## src/rtl/smm_pkg.sv

```systemverilog
package smm_pkg;
  // Per-cycle sequencing decision shared by the nesting and interrupt units.
  typedef struct packed {
    logic acc;         // an SMI is accepted this cycle
    logic first_entry; // the accepted SMI enters from normal mode
    logic rsm_any;     // a resume is consumed this cycle
    logic exit_smm;    // the consumed resume leaves SMM
  } smm_ev_t;
endpackage

```

## src/rtl/smm_cfg_check.sv

```systemverilog
module smm_cfg_check #(
  parameter int ADDR_W  = 32,
  parameter int SZ_W    = 5,
  parameter int MIN_LOG = 12,
  parameter int MAX_LOG = 25
) (
  input  logic [ADDR_W-1:0] smm_base,
  input  logic [SZ_W-1:0]   size_log,
  output logic              cfg_err
);
  logic [ADDR_W-1:0] low_mask;

  // Mask of the address bits that lie below the region size.
  for (genvar i = 0; i < ADDR_W; i++) begin : g_mask
    assign low_mask[i] = (32'(i) < 32'(size_log));
  end

  logic range_bad;
  logic misalign;

  assign range_bad = (32'(size_log) < 32'(MIN_LOG)) || (32'(size_log) > 32'(MAX_LOG));
  assign misalign  = |(smm_base & low_mask);
  assign cfg_err   = range_bad | misalign;
endmodule

```

## src/rtl/smm_nest_seq.sv

```systemverilog
module smm_nest_seq
  import smm_pkg::*;
#(
  parameter int ADDR_W  = 32,
  parameter int DEPTH_W = 4
) (
  input  logic              clk,
  input  logic              rst_n,
  input  logic              smi_req,
  input  logic              rsm,
  input  logic              nest_en,
  input  logic              cfg_err,
  input  logic [ADDR_W-1:0] smm_base,
  output smm_ev_t           ev,
  output logic              in_smm,
  output logic              smi_ack,
  output logic [ADDR_W-1:0] smi_vec,
  output logic              nest_flag
);
  localparam logic [DEPTH_W-1:0] DEPTH_MAX = '1;
  localparam logic [DEPTH_W-1:0] DEPTH_ONE = DEPTH_W'(1);

  logic [DEPTH_W-1:0] depth_q, depth_d;
  logic               held_q, held_d;
  logic               ack_d, nflag_d;
  logic               req, rsm_eff, acc, room;

  always_comb begin
    req     = smi_req | held_q;
    rsm_eff = rsm & (depth_q != '0);
    room    = (depth_q == '0) | (nest_en & (depth_q != DEPTH_MAX));
    acc     = req & ~cfg_err & room & ~rsm_eff;
    held_d  = req & ~acc;
    ack_d   = acc;
    nflag_d = acc ? (depth_q != '0) : nest_flag;
    if (acc)          depth_d = depth_q + DEPTH_ONE;
    else if (rsm_eff) depth_d = depth_q - DEPTH_ONE;
    else              depth_d = depth_q;
    ev.acc         = acc;
    ev.first_entry = acc & (depth_q == '0);
    ev.rsm_any     = rsm_eff;
    ev.exit_smm    = rsm_eff & (depth_q == DEPTH_ONE);
  end

  always_ff @(posedge clk or negedge rst_n) begin
    if (!rst_n) begin
      depth_q   <= '0;
      held_q    <= 1'b0;
      smi_ack   <= 1'b0;
      nest_flag <= 1'b0;
    end else begin
      depth_q   <= depth_d;
      held_q    <= held_d;
      smi_ack   <= ack_d;
      nest_flag <= nflag_d;
    end
  end

  // Vector register loads only on acceptance.
  always_ff @(posedge clk or negedge rst_n) begin
    if (!rst_n)   smi_vec <= '0;
    else if (acc) smi_vec <= smm_base;
  end

  assign in_smm = (depth_q != '0);
endmodule

```

## src/rtl/smm_irq_gate.sv

```systemverilog
module smm_irq_gate
  import smm_pkg::*;
(
  input  logic    clk,
  input  logic    rst_n,
  input  smm_ev_t ev,
  input  logic    in_smm,
  input  logic    nmi_edge,
  input  logic    nmi_en,
  input  logic    intr_lvl,
  input  logic    if_set,
  output logic    nmi_dlv,
  output logic    intr_dlv
);
  logic nmi_lat_q, nmi_lat_d;
  logic if_q, if_d;
  logic if_save_q, if_save_d;
  logic nmi_ok, nmi_src, nmi_d, intr_d;

  always_comb begin
    nmi_ok    = (~in_smm | nmi_en) & ~ev.acc & ~ev.rsm_any;
    nmi_src   = nmi_lat_q | nmi_edge;  // a second edge merges into the latch
    nmi_d     = nmi_src & nmi_ok;
    nmi_lat_d = nmi_src & ~nmi_ok;
    intr_d    = intr_lvl & if_q & ~ev.acc & ~nmi_d;
    if_save_d = ev.first_entry ? if_q : if_save_q;
    if (ev.acc)           if_d = 1'b0;
    else if (ev.exit_smm) if_d = if_save_q;
    else if (intr_d)      if_d = 1'b0;
    else if (if_set)      if_d = 1'b1;
    else                  if_d = if_q;
  end

  always_ff @(posedge clk or negedge rst_n) begin
    if (!rst_n) begin
      nmi_lat_q <= 1'b0;
      if_q      <= 1'b0;
      if_save_q <= 1'b0;
      nmi_dlv   <= 1'b0;
      intr_dlv  <= 1'b0;
    end else begin
      nmi_lat_q <= nmi_lat_d;
      if_q      <= if_d;
      if_save_q <= if_save_d;
      nmi_dlv   <= nmi_d;
      intr_dlv  <= intr_d;
    end
  end
endmodule

```

## src/rtl/smm_ctrl.sv

```systemverilog
module smm_ctrl
  import smm_pkg::*;
#(
  parameter int ADDR_W  = 32,
  parameter int SZ_W    = 5,
  parameter int DEPTH_W = 4,
  parameter int MIN_LOG = 12,
  parameter int MAX_LOG = 25
) (
  input  logic              clk,
  input  logic              rst_n,
  input  logic              smi_req,
  input  logic              rsm,
  input  logic              nest_en,
  input  logic              nmi_edge,
  input  logic              nmi_en,
  input  logic              intr_lvl,
  input  logic              if_set,
  input  logic [ADDR_W-1:0] smm_base,
  input  logic [SZ_W-1:0]   size_log,
  output logic              cfg_err,
  output logic              in_smm,
  output logic              smi_ack,
  output logic [ADDR_W-1:0] smi_vec,
  output logic              nest_flag,
  output logic              nmi_dlv,
  output logic              intr_dlv
);
  smm_ev_t ev;

  smm_cfg_check #(
    .ADDR_W(ADDR_W), .SZ_W(SZ_W), .MIN_LOG(MIN_LOG), .MAX_LOG(MAX_LOG)
  ) u_cfg (
    .smm_base(smm_base), .size_log(size_log), .cfg_err(cfg_err)
  );

  smm_nest_seq #(.ADDR_W(ADDR_W), .DEPTH_W(DEPTH_W)) u_seq (
    .clk(clk), .rst_n(rst_n), .smi_req(smi_req), .rsm(rsm),
    .nest_en(nest_en), .cfg_err(cfg_err), .smm_base(smm_base),
    .ev(ev), .in_smm(in_smm), .smi_ack(smi_ack), .smi_vec(smi_vec),
    .nest_flag(nest_flag)
  );

  smm_irq_gate u_irq (
    .clk(clk), .rst_n(rst_n), .ev(ev), .in_smm(in_smm),
    .nmi_edge(nmi_edge), .nmi_en(nmi_en), .intr_lvl(intr_lvl),
    .if_set(if_set), .nmi_dlv(nmi_dlv), .intr_dlv(intr_dlv)
  );
endmodule

```

## config.mk

```make
export PLATFORM = sky130hd
export DESIGN_NAME = smm_ctrl
export DESIGN_NICKNAME = d
export VERILOG_FILES = /design/src/rtl/smm_pkg.sv /design/src/rtl/smm_cfg_check.sv /design/src/rtl/smm_nest_seq.sv /design/src/rtl/smm_irq_gate.sv /design/src/rtl/smm_ctrl.sv
export SDC_FILE = /design/constraint.sdc
export NUM_CORES = 1
export LEC_CHECK = 0
export BUFFER_PORTS_ARGS = -buffer_cell sky130_fd_sc_hd__buf_2
export CAP_MARGIN = 0
export CORE_UTILIZATION = 50
export CTS_CLUSTER_DIAMETER = 50
export DETAILED_ROUTE_END_ITERATION = 8
export GPL_TIMING_DRIVEN = 0
export PLACE_DENSITY = 0.88
export SYNTH_ARGS = -nofsm -noshare
export SYNTH_HDL_FRONTEND = slang
export SYNTH_HIERARCHICAL = 1
export SYNTH_SLANG_ARGS = --single-unit
```

## constraint.sdc

```tcl
create_clock -name clk -period 3 [get_ports clk]
set_input_delay 0 -clock clk [delete_from_list [all_inputs] [get_ports clk]]
set_output_delay 0 -clock clk [all_outputs]
set_load 0.01 [all_outputs]
```

# Yosys cells after proc, flatten, opt, wreduce, memory -nomap -nowiden

Index checks and enable logic that the tools add are counted.

Word-level logic and storage cells: 86
Memories: 0
Register bits after elaboration: 44
Latch bits: 0
Input bits: 46
Output and inout port bits: 38
Bits in read-only memories: 0
RAM bits: 0

$add $sub $neg: 2
Shifts and indexed selects: 0
Reduce and logical (&&, ||, !) cells: 6
Muxes and demuxes: 6
Multiply operators: 0
$lt $le $gt $ge: 33
Equal/unequal tests: 2
Div/mod/pow operators: 0
Bitwise gates (word level): 27

Operators by type and width:

| kind                  | number |
|---|---|
| $lt A5 B5 Y1 const A  | 15 |
| $lt A4 B5 Y1 const A  | 8 |
| $and A32 B31 Y32      | 1 |
| $reduce_or A32 Y1     | 1 |
| $lt A3 B5 Y1 const A  | 4 |
| $and A1 B1 Y1         | 15 |
| $lt A1 B5 Y1 const A  | 2 |
| $lt A2 B5 Y1 const A  | 2 |
| $mux W4               | 2 |
| $reduce_bool A4 Y1    | 2 |
| $not A1 Y1            | 6 |
| $gt A5 B5 Y1 const B  | 1 |
| $lt A5 B4 Y1 const B  | 1 |
| $or A1 B1 Y1          | 5 |
| $add A4 B1 Y4 const B | 1 |
| $eq A4 B1 Y1 const B  | 1 |
| $logic_not A4 Y1      | 1 |
| $mux W1               | 4 |
| $ne A4 B4 Y1 const B  | 1 |
| $sub A4 B1 Y4 const B | 1 |
| $reduce_bool A2 Y1    | 1 |
| $logic_or A1 B1 Y1    | 1 |

# Depth between registers and ports, before layout

Depth in word-level cells: 17
Gate-level depth with buffers: 12
Gate-level depth less buffers: 9

# By module

The synthesis kept the hierarchy.

By module, submodules not included:

| module        | area each (sq um) | seq. area each (sq um) | cells each | instances |
|---|---|---|---|---|
| smm_nest_seq  | 1786.7            | 975.9                  | 118        | 1 |
| smm_cfg_check | 337.8             | 0.0                    | 54         | 1 |
| smm_irq_gate  | 225.2             | 125.1                  | 18         | 1 |

# Worst setup path after synthesis

OpenSTA, ideal clock, no wires.

Path kind: input port to flip-flop
Start point: in size_log[1]
End point: reg u_irq.if_q
Setup time: 0.078 ns
Arrival: 2.145 ns
Required time: 2.922 ns
Stages on the path: 12
Path buffers: 3
Slack: 0.777 ns
Cells stage by stage: clkbuf_1 > a21oi_1 > nor3_1 > a21oi_1 > o2111ai_1 > o21ba_2 > o211ai_4 > buf_6 > inv_1 > buf_4 > a2111oi_4 > o2bb2ai_1

Cells in the longest elaborated chain, start to end: 17
Elaborated cells between the ends (all ways): 52
Those cells by class: 33 x order compare; 3 x mux; 13 x bitwise; 3 x reduce/logical

Ends and longest elaborated chain:

| element                                    | RTL line            | source |
|---|---|---|
| start, declared                            | smm_ctrl.sv:20      | `input logic [SZ_W-1:0] size_log,` |
| $lt A1 B5 Y1, or another cell as far along | smm_cfg_check.sv:15 | `assign low_mask[i] = (32'(i) < 32'(size_log));` |
| $and A32 B31 Y32                           | smm_cfg_check.sv:22 | `assign misalign = \|(smm_base & low_mask);` |
| $reduce_or A32 Y1                          | smm_cfg_check.sv:22 |  |
| $or A1 B1 Y1 *                             | smm_cfg_check.sv:23 | `assign cfg_err = range_bad \| misalign;` |
| named net cfg_err                          | smm_ctrl.sv:21      | `output logic cfg_err,` |
| $not A1 Y1 *                               | smm_nest_seq.sv:32  | `acc = req & ~cfg_err & room & ~rsm_eff;` |
| $and A1 B1 Y1 * (3 in a row)               | smm_nest_seq.sv:32  |  |
| named net u_seq.acc                        | smm_nest_seq.sv:26  | `logic req, rsm_eff, acc, room;` |
| $not A1 Y1 *                               | smm_irq_gate.sv:21  | `nmi_ok = (~in_smm \| nmi_en) & ~ev.acc & ~ev.rsm_any;` |
| $and A1 B1 Y1 * (2 in a row)               | smm_irq_gate.sv:21  |  |
| $and A1 B1 Y1 *                            | smm_irq_gate.sv:23  | `nmi_d = nmi_src & nmi_ok;` |
| named net u_irq.nmi_d                      | smm_irq_gate.sv:18  | `logic nmi_ok, nmi_src, nmi_d, intr_d;` |
| $not A1 Y1 *                               | smm_irq_gate.sv:25  | `intr_d = intr_lvl & if_q & ~ev.acc & ~nmi_d;` |
| $and A1 B1 Y1 *                            | smm_irq_gate.sv:25  |  |
| $mux W1                                    | smm_irq_gate.sv:29  | `else if (intr_d) if_d = 1'b0;` |
| $mux W1                                    | smm_irq_gate.sv:28  | `else if (ev.exit_smm) if_d = if_save_q;` |
| $mux W1                                    | smm_irq_gate.sv:27  | `if (ev.acc) if_d = 1'b0;` |
| end signal, assigned                       | smm_irq_gate.sv:43  | `if_q <= if_d;` |
| end, declared                              | smm_irq_gate.sv:16  | `logic if_q, if_d;` |

Mark *: on every way through the listed nets, which the timed path passes. The rest lies on a longest branch.
A chain may end at the register's enable or synchronous reset.

# Final worst setup path

Start point: in smm_base[27]
End point: reg u_irq.intr_dlv

Cells in the longest elaborated chain, start to end: 13
Elaborated cells between the ends (all ways): 14
Those cells by class: 13 x bitwise; 1 x reduce/logical

Ends and longest elaborated chain:

| element                    | RTL line            | source |
|---|---|---|
| start, declared            | smm_ctrl.sv:19      | `input logic [ADDR_W-1:0] smm_base,` |
| $and A32 B31 Y32           | smm_cfg_check.sv:22 |  |
| $reduce_or A32 Y1          | smm_cfg_check.sv:22 |  |
| $or A1 B1 Y1               | smm_cfg_check.sv:23 |  |
| $not A1 Y1                 | smm_nest_seq.sv:32  |  |
| $and A1 B1 Y1 (3 in a row) | smm_nest_seq.sv:32  |  |
| named net u_seq.acc        | smm_nest_seq.sv:26  |  |
| $not A1 Y1                 | smm_irq_gate.sv:21  |  |
| $and A1 B1 Y1 (2 in a row) | smm_irq_gate.sv:21  |  |
| $and A1 B1 Y1              | smm_irq_gate.sv:23  |  |
| named net u_irq.nmi_d      | smm_irq_gate.sv:18  |  |
| $not A1 Y1                 | smm_irq_gate.sv:25  |  |
| $and A1 B1 Y1              | smm_irq_gate.sv:25  |  |
| named net u_irq.intr_d     | smm_irq_gate.sv:18  |  |
| end signal, assigned       | smm_irq_gate.sv:46  | `intr_dlv <= intr_d;` |
| end, declared              | smm_irq_gate.sv:13  | `output logic intr_dlv` |

The timed path passes the listed nets, and every way through them passes these cells.

==> results by group <==
Synth
  – Sequential-to-total area share from yosys stat: 0.4686
  – Ys Warns: 6
  – Cell variety after synth: 56
  – Syn avg cell area: approximately 12 um2
  – Ys async rst share: 1.000
  – EDFF count, synth: 0
  – Yosys reg bits: 44
  – Syn_nets: approximately 240
  – Top_reg_cell synth: dfrtp_1
  – Synth area leaders: dfrtp_1 47%, mux2_4 18%, nor2_1 2.6%
  – Share of the synthesized area in the top cell type: 0.4686
  – Mapped cell area: around 2300 um2
  – Synth area leader: dfrtp_1
  – Synth Instances: between 150 and 200

Finish
  – Ant. Diodes: 0
  – Area growth, synth to finish: 39.35%
  – Nets@finish: 362
  – Share of cells above drive strength 1: 0.4395

Routing
  – Vias per inst: 5.432
  – DRT antenna net count: 0
  – Via count of the routed design: 1988
  – Wire per inst: ~16 um
  – Residual DRC: 12
  – TritonRoute pass-1 iters: 6
  – DR iter-0 viols: 130
  – Total Wirelength: between 5000 and 6000 um

STA
  – Rel. slew slack: 0.3745
  – Tmin final: about 2900 ps
  – Unrepaired setup endpoints after global routing: false
  – Slew @ Worst Pin: ~940 ps
  – Hold_ws: between 10 and 15 ps
  – Final setup vio count: 0
  – Setup TNS Final: 0 ps
  – Fin. max-slew vios: 0
  – Clock skew: 9.574 ps
  – Fmax: 350.4 MHz
  – Period utilization: 0.9512
  – Final Hold Fails: 0

Clock tree
  – Clock buffer count from CTS: 5
  – Worst-Skew Late Latency: 290 ps
  – Clock Root Buffer: clkbuf_8
  – Worst-path clk slew: about 80 ps
  – H-tree depth: 2
  – Clock Sinks: 44
  – Post-CTS Setup Inserts: 0
  – Clk buf depth: 2
  – TritonCTS clock tree: built

Hold path
  – Worst min path class: primary input to flop

Floorplanning
  – Top Ports: 84
  – Core area: 4444 um2
  – Horiz. Die Dim: 70.55 um
  – Die height: ~71 um
  – Initial Utilization: 0.5287
  – Core Rows: 24
  – Die ar.: 4977 um2

Power
  – Tot Pwr: 1522 uW
  – Peak supply drop: 0.0003343 V
  – Pwr Density: between 400 and 500 nW/um2
  – Leak: 0.001762 uW

Global route
  – Antenna violations before repair: 0
  – Largest net degree at the start of global routing: between 40 and 50
  – Number of global-route vias before repair: approximately 2000
  – First-pass GRT wire length: 9660 um
  – Total gr overflow: 0
  – GRT Overall Usage: 0.2498

Setup path
  – Crit path required time: 3210 ps
  – Critical path type: primary input to flop
  – CP arrival: 3060 ps
  – Slowest stage cell on the critical path: dlygate4sd3_1
  – Crit-path max FO: 10
  – Crit path launch type: primary input
  – CP Capture Type: flop
  – CP peak stage delay: 540 ps
  – CP cell instances: dlygate4sd3_1, buf_2, a2111oi_1, o22ai_1, o31ai_1, o2111ai_1, o21ba_2, o211ai_4, buf_6, inv_1, buf_4, a2111oi_4, nor3b_1

Placement
  – Port Buffers: slightly above 80
  – Post-DP HPWL: 3844 um
  – GP Congestion: 0.8333

Outcome
  – Violated checks: DRC
  – Status: complete, but fails checks

Job
  – Max cap viols: 0
-- what timing repair did --
action / in CTS / in global routing
resized for setup: 0 / 1
hold buffers: 34 / 0
hold endpoints to repair: 77 / 0
setup endpoints to repair: 0 / 2
-- registers in the layout, indices dropped and copies added, names as in the netlist --
signal and count:
u_seq/held_q 1, u_irq/nmi_lat_q 1, u_irq/nmi_dlv 1, u_irq/if_save_q 1, u_seq/smi_ack 1, u_irq/if_q 1
u_irq/intr_dlv 1, u_seq/depth_q 4, u_seq/smi_vec 32, u_seq/nest_flag 1
-- per-stage QoR --
step | utilization | cells | setup WS, ps | cell area [um2]
after floorplan | - | 190 | 776.8 | 2350
after global placement | 0.6357 | 324 | 423.7 | 2825
after detailed placement | 0.6357 | 324 | 369.8 | 2825
after CTS | 0.7365 | 366 | 178.5 | 3273
after global routing | 0.7368 | 366 | 34.43 | 3274
final | 0.7368 | 366 | 146.5 | 3274
-- routing by layer --
metal,part of all wire,vias up,track usage
met5,0,-,0
met4,0.025,0,0.1067
met3,0.051,15,0.03704
met2,0.50,81,0.4477
met1,0.42,948,0.3014
li1,-,944,-
-- Yosys cell counts (2+ instances only) --
cell type and count:
dfrtp_1 44, mux2_4 28, nor2_1 16, a21oi_1 7, nand2_1 7, inv_1 6
mux2_2 4, nor3_1 4, o21ai_0 4, a211o_1 3, a211oi_1 3, a21o_1 3
buf_2 3, buf_6 3, clkbuf_1 3, ha_1 3, nand3_1 3, a31oi_1 2
buf_4 2, nor4b_1 2, o2111ai_1 2, o22ai_1 2, or2_2 2, or3_1 2
-- final timing paths --
kind | start | end | slack [ps] | depth (start not counted)
max | smm_base[27] | u_irq/intr_dlv | 150 | 13
min | smm_base[18] | u_seq/smi_vec[18] | 10 | 2
max reg2reg | u_seq/depth_q[1] | u_irq/if_q | 590 | 9
min reg2reg | u_seq/smi_vec[10] | u_seq/smi_vec[10] | 510 | 1
max in group asynchronous | rst_n | u_seq/smi_vec[27] | 2020 | 2
min in group asynchronous | rst_n | u_seq/nest_flag | 390 | 2
-- cells by family (layout without fill, tap and decap cells) --
group	after synthesis	after routing	synth area share
DFF	44	44	0.4686
xor gates and xnor gates	1	1	0.003728
adders and majority gates	4	4	0.02024
and+or+nand+nor	47	47	0.1108
muxes	34	34	0.2071
buffers and inverters	18	142	0.04312
AOI/OAI and AO/OA	42	42	0.1464
-- placed cells by master, fill, tap and decap left out, types with 2 or more instances in the layout --
master,instances
a211oi_1,3
clkbuf_1,4
buf_2,85
dlygate4sd3_1,34
inv_1,6
ha_1,3
o22ai_1,2
nor3_1,4
clkbuf_8,5
mux2_2,4
mux2_4,28
a31oi_1,2
buf_6,3
a21oi_1,7
a21o_1,3
nor4b_1,2
or2_2,2
o21ai_0,4
a211o_1,3
dfrtp_1,44
buf_4,2
o2111ai_1,2
or3_1,2
nand3_1,3
nand2_1,7
nor2_1,16
-- worst max-delay path: cells and delay by family --
kind / cells / cell delay [ps]
simple gates: 1 / 190
buf+inv: 5 / 1150
compound gates: 7 / 1730
-- power by group --
part / switching (uW) / internal (uW) / total (uW)
logic: 196 / 189 / 385
clock network: 193 / 247 / 440
registers: 57.4 / 641 / 698
total: 446 / 1080 / 1520
-- final cells by class --
| type | count | area, um2 |
|---|---|---|
| plain buffers | 11 | 75.07 |
| inverters | 7 | 26.28 |
| well taps | 52 | 65.06 |
| flip-flops and latches | 44 | 1101 |
| clock buffers | 6 | 72.57 |
| multi-input cells | 128 | 1149 |
| clock inverters | 2 | 35.03 |
| fillers | 328 | 1170 |
| repair buffers | 116 | 750.7 |
Power figures use the tool's default switching activity.
